$ cat src/rtl/seeprom_pkg.sv
`timescale 1ns/1ps
package seeprom_pkg;
  typedef enum logic [2:0] {
    ST_IDLE,   // waiting for START
    ST_DEV,    // shifting in device address
    ST_WADDR,  // shifting in pointer byte
    ST_WDATA,  // shifting in data bytes
    ST_ACK,    // driving the ninth-clock acknowledge
    ST_TX,     // shifting out a read byte
    ST_RACK,   // sampling master acknowledge
    ST_WAIT    // parked until START or STOP
  } link_st_t;
endpackage

$ cat src/rtl/seeprom_bus_sense.sv
`timescale 1ns/1ps
module seeprom_bus_sense #(
  parameter int STAGES = 2
) (
  input  logic clk,
  input  logic rst_n,
  input  logic scl_in,
  input  logic sda_in,
  output logic scl_s,
  output logic sda_s,
  output logic scl_rise,
  output logic scl_fall,
  output logic start_det,
  output logic stop_det
);
  localparam int LAST = STAGES - 1;

  logic [LAST:0] scl_sh, sda_sh;
  logic          scl_q, sda_q;

  // Lines idle high, so the chain resets to ones and no edge appears at reset release.
  always_ff @(posedge clk or negedge rst_n) begin
    if (!rst_n) begin
      scl_sh <= '1;
      sda_sh <= '1;
      scl_q  <= 1'b1;
      sda_q  <= 1'b1;
    end else begin
      scl_sh <= {scl_sh[LAST-1:0], scl_in};
      sda_sh <= {sda_sh[LAST-1:0], sda_in};
      scl_q  <= scl_sh[LAST];
      sda_q  <= sda_sh[LAST];
    end
  end

  assign scl_s     = scl_sh[LAST];
  assign sda_s     = sda_sh[LAST];
  assign scl_rise  = scl_s & ~scl_q;
  assign scl_fall  = ~scl_s & scl_q;
  assign start_det = scl_s & scl_q & sda_q & ~sda_s;
  assign stop_det  = scl_s & scl_q & ~sda_q & sda_s;
endmodule

$ cat src/rtl/seeprom_wr_timer.sv
`timescale 1ns/1ps
module seeprom_wr_timer #(
  parameter int CYCLES = 5000
) (
  input  logic clk,
  input  logic rst_n,
  input  logic start,
  output logic busy,
  output logic finish
);
  localparam int CW = $clog2(CYCLES + 1);

  logic [CW-1:0] left;

  always_ff @(posedge clk or negedge rst_n) begin
    if (!rst_n) begin
      busy <= 1'b0;
      left <= '0;
    end else if (start && !busy) begin
      busy <= 1'b1;
      left <= CW'(CYCLES - 1);
    end else if (busy) begin
      if (left == '0) busy <= 1'b0;
      else            left <= left - 1'b1;
    end
  end

  // Last busy cycle: the commit happens on this edge, independent of any bus reset.
  assign finish = busy && (left == '0);
endmodule

$ cat src/rtl/seeprom_store.sv
`timescale 1ns/1ps
module seeprom_store #(
  parameter int AW = 8,
  parameter int PW = 4
) (
  input  logic          clk,
  input  logic          rst_n,
  input  logic [AW-1:0] rd_addr,
  output logic [7:0]    rd_data,
  input  logic          buf_we,
  input  logic [PW-1:0] buf_idx,
  input  logic [7:0]    buf_data,
  input  logic          discard,
  input  logic          commit,
  input  logic [AW-PW-1:0] page
);
  localparam int DEPTH = 1 << AW;
  localparam int SLOTS = 1 << PW;

  logic [7:0]       mem    [DEPTH];
  logic [7:0]       slot_d [SLOTS];
  logic [SLOTS-1:0] slot_v;
  logic [SLOTS-1:0] slot_hit;

  for (genvar g = 0; g < SLOTS; g++) begin : g_slot
    assign slot_hit[g] = buf_we && (buf_idx == PW'(g));
  end

  always_ff @(posedge clk or negedge rst_n) begin
    if (!rst_n) begin
      slot_v <= '0;
      for (int i = 0; i < SLOTS; i++) slot_d[i] <= '0;
    end else if (discard || commit) begin
      slot_v <= '0;
    end else begin
      for (int i = 0; i < SLOTS; i++) begin
        if (slot_hit[i]) begin
          slot_d[i] <= buf_data;
          slot_v[i] <= 1'b1;
        end
      end
    end
  end

  always_ff @(posedge clk or negedge rst_n) begin
    if (!rst_n) begin
      for (int i = 0; i < DEPTH; i++) mem[i] <= '0;
    end else if (commit) begin
      for (int i = 0; i < SLOTS; i++)
        if (slot_v[i]) mem[{page, PW'(i)}] <= slot_d[i];
    end
  end

  assign rd_data = mem[rd_addr];
endmodule

$ cat src/rtl/seeprom_i2c_slave.sv
`timescale 1ns/1ps
module seeprom_i2c_slave
  import seeprom_pkg::*;
#(
  parameter logic [6:0] DEV_ADDR    = 7'b1010000,
  parameter int         WR_CYCLES   = 5000,
  parameter int         SYNC_STAGES = 2,
  parameter int         ADDR_W      = 8,
  parameter int         PAGE_W      = 4
) (
  input  logic clk,
  input  logic rst_n,
  input  logic scl_in,
  input  logic sda_in,
  input  logic hold,
  output logic sda_oe,
  output logic busy
);
  localparam int BIT_LAST = 7;
  localparam int BIT_DONE = 8;

  logic scl_s, sda_s, scl_rise, scl_fall, start_det, stop_det;

  seeprom_bus_sense #(.STAGES(SYNC_STAGES)) u_sense (
    .clk(clk), .rst_n(rst_n), .scl_in(scl_in), .sda_in(sda_in),
    .scl_s(scl_s), .sda_s(sda_s), .scl_rise(scl_rise), .scl_fall(scl_fall),
    .start_det(start_det), .stop_det(stop_det)
  );

  link_st_t          st, nxt;
  logic [3:0]        bcnt;
  logic [7:0]        sr;
  logic              ack_drv, rack_seen, rack_ok, has_data, oe_q;
  logic [ADDR_W-1:0] ptr;
  logic [7:0]        rx_byte, rd_data;
  logic              quiet, buf_we, discard, wr_go, wr_finish;

  assign rx_byte = {sr[6:0], sda_s};
  assign quiet   = !hold && !start_det && !stop_det;
  assign buf_we  = quiet && (st == ST_WDATA) && scl_rise && (bcnt == 4'(BIT_LAST));
  // The page buffer must survive ACK polling, so START clears it only when idle.
  assign discard = (hold || start_det) && !busy;
  assign wr_go   = !hold && stop_det && has_data;

  seeprom_wr_timer #(.CYCLES(WR_CYCLES)) u_timer (
    .clk(clk), .rst_n(rst_n), .start(wr_go), .busy(busy), .finish(wr_finish)
  );

  seeprom_store #(.AW(ADDR_W), .PW(PAGE_W)) u_store (
    .clk(clk), .rst_n(rst_n), .rd_addr(ptr), .rd_data(rd_data),
    .buf_we(buf_we), .buf_idx(ptr[PAGE_W-1:0]), .buf_data(rx_byte),
    .discard(discard), .commit(wr_finish), .page(ptr[ADDR_W-1:PAGE_W])
  );

  always_ff @(posedge clk or negedge rst_n) begin
    if (!rst_n) begin
      st        <= ST_IDLE;
      nxt       <= ST_IDLE;
      bcnt      <= '0;
      sr        <= '0;
      ack_drv   <= 1'b0;
      rack_seen <= 1'b0;
      rack_ok   <= 1'b0;
      has_data  <= 1'b0;
      oe_q      <= 1'b0;
      ptr       <= '0;
    end else if (hold) begin
      st       <= ST_IDLE;
      oe_q     <= 1'b0;
      ack_drv  <= 1'b0;
      has_data <= 1'b0;
    end else if (start_det) begin
      st       <= ST_DEV;
      bcnt     <= '0;
      oe_q     <= 1'b0;
      ack_drv  <= 1'b0;
      has_data <= 1'b0;
    end else if (stop_det) begin
      st       <= ST_IDLE;
      oe_q     <= 1'b0;
      ack_drv  <= 1'b0;
      has_data <= 1'b0;
    end else begin
      unique case (st)
        ST_DEV, ST_WADDR, ST_WDATA: begin
          if (scl_rise) begin
            sr   <= rx_byte;
            bcnt <= bcnt + 1'b1;
            if (bcnt == 4'(BIT_LAST)) begin
              if (st == ST_DEV) begin
                if (rx_byte[7:1] == DEV_ADDR && !busy) begin
                  st  <= ST_ACK;
                  nxt <= rx_byte[0] ? ST_TX : ST_WADDR;
                end else begin
                  st <= ST_IDLE;
                end
              end else if (st == ST_WADDR) begin
                ptr <= rx_byte;
                st  <= ST_ACK;
                nxt <= ST_WDATA;
              end else begin
                ptr[PAGE_W-1:0] <= ptr[PAGE_W-1:0] + 1'b1;
                has_data        <= 1'b1;
                st              <= ST_ACK;
                nxt             <= ST_WDATA;
              end
            end
          end
        end
        ST_ACK: begin
          if (scl_fall) begin
            if (!ack_drv) begin
              ack_drv <= 1'b1;
              oe_q    <= 1'b1;
            end else begin
              ack_drv <= 1'b0;
              bcnt    <= '0;
              st      <= nxt;
              if (nxt == ST_TX) begin
                sr   <= rd_data;
                oe_q <= ~rd_data[7];
              end else begin
                oe_q <= 1'b0;
              end
            end
          end
        end
        ST_TX: begin
          if (scl_rise) begin
            bcnt <= bcnt + 1'b1;
          end else if (scl_fall) begin
            if (bcnt == 4'(BIT_DONE)) begin
              st        <= ST_RACK;
              oe_q      <= 1'b0;
              ptr       <= ptr + 1'b1;
              rack_seen <= 1'b0;
            end else begin
              sr   <= {sr[6:0], 1'b0};
              oe_q <= ~sr[6];
            end
          end
        end
        ST_RACK: begin
          if (scl_rise) begin
            rack_seen <= 1'b1;
            rack_ok   <= ~sda_s;
          end else if (scl_fall && rack_seen) begin
            if (rack_ok) begin
              sr   <= rd_data;
              oe_q <= ~rd_data[7];
              bcnt <= '0;
              st   <= ST_TX;
            end else begin
              st <= ST_WAIT;
            end
          end
        end
        default: ;
      endcase
    end
  end

  assign sda_oe = oe_q;
endmodule

$ cat config.mk
export PLATFORM = sky130hd
export DESIGN_NAME = seeprom_i2c_slave
export DESIGN_NICKNAME = d
export VERILOG_FILES = /design/src/rtl/seeprom_pkg.sv /design/src/rtl/seeprom_bus_sense.sv /design/src/rtl/seeprom_wr_timer.sv /design/src/rtl/seeprom_store.sv /design/src/rtl/seeprom_i2c_slave.sv
export SDC_FILE = /design/constraint.sdc
export NUM_CORES = 2
export LEC_CHECK = 0
export BUFFER_PORTS_ARGS = -buffer_cell sky130_fd_sc_hd__buf_4
export CAP_MARGIN = 30
export CORE_MARGIN = 4
export CORE_UTILIZATION = 50
export CTS_CLUSTER_SIZE = 14
export DETAILED_ROUTE_END_ITERATION = 12
export PLACE_DENSITY_LB_ADDON = 0.15
export SYNTH_ARGS = -nofsm -noshare
export SYNTH_HDL_FRONTEND = slang
export SYNTH_SLANG_ARGS = --single-unit
$ cat constraint.sdc
create_clock -name clk -period 3.8 [get_ports clk]
set_input_delay 0.38 -clock clk [delete_from_list [all_inputs] [get_ports clk]]
set_output_delay 0.38 -clock clk [all_outputs]
set_load 0.005 [all_outputs]
==> metrics.md <==
| Metric | Value |
|---|---|
| Initial Util | 50.3% |
| Synth area leaders | dfrtp_1 (55%), mux2_2 (23%), mux4_2 (13%) |
| Power Density | 428 nW/um2 |
| Synth Register Bits | 2242 |
| Most used flip-flop cell after synthesis | dfrtp_1 |
| Ys Warns | 0 |
| Reg-to-reg startpoint | ptr[0]$_DFFE_PN0P_ |
| Crit Path Category | register to register |
| Tcrit/Tclk final | 101% |
| Yosys top cell area share | 55.0% |
| Fin Hold WS | 104 ps |
| Clock Path Buffers | 3 |
| Site Rows | 165 |
| Die W | 459 um |
| Pwr Total | 0.0497 W |
| Placement-stage cell area | 108000 um2 |
| Routability cong. | 1.03 |
| Core Area | 202000 um2 |
| Ys async rst share | 100% |
| Worst path cell trace | buf_4, buf_4, mux4_2, mux2i_1, buf_4, o22ai_1, nor4_2, nand4_1, o221a_2 |
| Yosys top cell by area | dfrtp_1 |
| Max stage delay cell, worst path | dfrtp_4 |
| Crit path DAT | 4590 ps |
| Crit path capture type | register |
| Max Clk Rate | 261 MHz |
| Vias per cell | 6.80 |
| R2R cell count | 9 |
| TritonCTS Buffers | 233 |
| Util after Layout | 57.4% |
| Mapped Nets | 6366 |
| CTS tree | done |
| Largest net degree at the start of global routing | 120 |
| Number of synthesized flops with an enable pin | 0 |
| R2r setup slk | -30 ps |
| Die ar. | 211000 um2 |
| Final Hold Viols | 0 |
| WL/cell | 42.7 um |
| DP HPWL | 286000 um |
| RSZ-0062 raised after global routing | no |
| DRC | 0 |
| First-pass GRT wire length | 558000 um |
| Clk sinks | 2242 |
| Failing checks | setup timing |
| P_leak | 57.3 nW |
| Register area share after synthesis | 55.2% |
| Setup slack after layout | -29.7 ps |
| CP startpoint kind | register |
| Fraction of layout cells with a size suffix above 1 | 53.8% |
| Netlist cell types | 79 |
| RR Endpoint | sr[6]$_DFFE_PN0P_ |
| Max Clock Skew | 63.1 ps |
| IO Pins | 7 |
| Clock-pin slew on the worst setup and hold paths | 60 ps |
| CP max FO | 11 |
| Overall routed net length | 409000 um |
| VDD IR max | 479 uV |
| Detailed-route via count | 65100 |
| Max Slew Vio Count | 0 |
| Mapped Avg Cell Area | 16.0 um2 |
| Slew margin rel. | 26.1% |
| Total negative slack | -29.7 ps |
| Number of global-route vias before repair | 63900 |
| Chip Height | 459 um |
| Remaining global-route overflow | 0 |
| Synth Instances | 6354 |
| Clock Latency Late Sink | 930 ps |
| First drt pass iteration count | 5 |
| Detailed Route Iter0 Violations | 8045 |
| Postcts setup bufs | 0 |
| Cell mode on critical path | buf_4 |
| Nets | 6673 |
| Status | finished with violations |
| All-Layer GR Usage | 39.0% |
| Root buf cell | clkbuf_16 |
| Design area | 116000 um2 |
| Clock period minus worst slack | 3830 ps |
| Slew @ Worst Pin | 1110 ps |
| Post-route ant nets | 0 |
| Area delta synth->final | 14.3% |
| Max Cap Violations | 0 |
| CTS HTree Levels | 4 |
| Setup Viol. Count Final | 1 |
| I/O Buffers | 6 |
| Worst min-delay path class | primary input to asynchronous set/reset pin |
| Initial antenna violation count | 98 |
| CP required | 4560 ps |
| Post-Syn Area | 102000 um2 |
| Crit path largest cell delay | 640 ps |
power breakdown:
part	leakage [nW]	switching (W)	total, W	internal (W)
combinational	22.1	0.00138	0.00196	0.000582
clock	3.94	0.0101	0.0238	0.0137
sequential	31.2	0.0000449	0.0239	0.0239
cell usage after synthesis, types with 7 or more instances:
master and count:
mux2_2 2116, nor3_1 23, or3_1 11, nand2b_1 25, a22oi_1 48, buf_1 31
ha_1 7, a21oi_1 44, a221oi_1 8, nor4_1 7, nand2_1 269, clkbuf_1 222
o21ai_0 36, buf_2 96, inv_1 13, nand2_4 100, and2_1 21, o22ai_1 27
mux4_2 568, nand3_2 14, dfrtp_1 2236, nor2b_1 14, buf_4 26, nor2_1 56
a211oi_1 9, mux2_1 78, mux2i_1 94, nand4_1 12, nand3_1 22
worst max path at each step:
stage | slack [ps] | from | to | cells after the start
finish | -30 | ptr[0]$_DFFE_PN0P_ | sr[6]$_DFFE_PN0P_ | 9
global route | 30 | ptr[0]$_DFFE_PN0P_ | sr[6]$_DFFE_PN0P_ | 9
CTS | 20 | ptr[0]$_DFFE_PN0P_ | sr[6]$_DFFE_PN0P_ | 9
detailed placement | -250 | ptr[0]$_DFFE_PN0P_ | sr[6]$_DFFE_PN0P_ | 9
global placement | -280 | ptr[0]$_DFFE_PN0P_ | sr[6]$_DFFE_PN0P_ | 9
floorplan | 900 | ptr[0]$_DFFE_PN0P_ | sr[4]$_DFFE_PN0P_ | 8
cells in the final DEF, fill, tap and decap left out, types with 7 or more instances in the layout:
cell type | Yosys | final
nand2b_1 | 25 | 25
nand2_4 | 100 | 100
nand2_1 | 269 | 269
mux2_2 | 2116 | 2116
nor2_1 | 56 | 45
a221oi_1 | 8 | 8
nand3_2 | 14 | 14
o21ai_0 | 36 | 36
nor2b_1 | 14 | 12
mux4_2 | 568 | 568
dfrtp_1 | 2236 | 2226
a211oi_1 | 9 | 9
or3_1 | 11 | 11
mux2_1 | 78 | 78
a21oi_1 | 44 | 44
clkinv_16 | 0 | 9
and2_1 | 21 | 22
clkbuf_16 | 0 | 234
clkinv_2 | 0 | 48
diode_2 | 0 | 46
nand4_1 | 12 | 12
clkinvlp_4 | 0 | 7
buf_4 | 26 | 361
inv_1 | 13 | 13
buf_12 | 0 | 76
clkbuf_8 | 0 | 60
nor2_4 | 0 | 7
mux2i_1 | 94 | 94
clkbuf_1 | 222 | 47
nor3_1 | 23 | 20
o22ai_1 | 27 | 27
buf_16 | 0 | 13
bufinv_16 | 0 | 17
a22oi_1 | 48 | 48
nand3_1 | 22 | 22
cell families (layout without fill, tap and decap cells):
group	count (synthesis)	count (layout)	synth area share (%)
multiplexers	2856	2856	37.8
flip-flops	2242	2242	55.2
AND/OR/NAND/NOR	610	610	3.52
buffers and inverters	401	902	1.80
AO/OA/AOI/OAI	230	230	1.54
XOR/XNOR	8	8	0.0689
adder cells (fa/ha/maj)	7	7	0.0861
other	0	46	0
metal layers:
layer / GRT usage (%) / wire length (um)
met1: 55.2 / 165000
met2: 56.5 / 178000
met3: 11.5 / 45000
met4: 16.4 / 20500
met5: 0 / 177
flip-flops by register name, summed over array words and instances (netlist names), 2 cells and up:
register        flops
ptr                 8
st                  3
sr                  7
u_store.slot_d    128
u_timer.left       13
u_sense.sda_sh      2
u_store.mem      2048
u_store.slot_v     16
nxt                 3
u_sense.scl_sh      2
bcnt                4
repair_timing:
action	4_1_cts	5_1_grt
resized for setup	1	0
hold buffers	4	0
setup endpoints to repair	1	0
hold endpoints to repair	311	0
final cells by class:
| class | count | area [um2] |
|---|---|---|
| diodes | 46 | 115 |
| clock buffers | 341 | 6860 |
| clock inverters | 88 | 1160 |
| fillers | 15900 | 86100 |
| inverters | 14 | 52.6 |
| multi-input cells | 3711 | 43900 |
| flip-flops and latches | 2242 | 56100 |
| well taps | 2672 | 3340 |
| repair buffers | 459 | 4690 |
metrics by stage:
| step | setup slack, ps | std cells |
|---|---|---|
| floorplan | 903 | 6354 |
| global placement | -275 | 9077 |
| detailed placement | -248 | 9093 |
| CTS | 20.4 | 9526 |
| global route | 28.6 | 9530 |
| finish | -29.7 | 9573 |
critical path: cells and delay by family (launching register included):
kind	cells	cell delay, ps
mux	2	800
buf+inv	3	700
simple gates	2	980
flops	1	640
compound gates	2	550
Power figures use the tool's default switching activity.
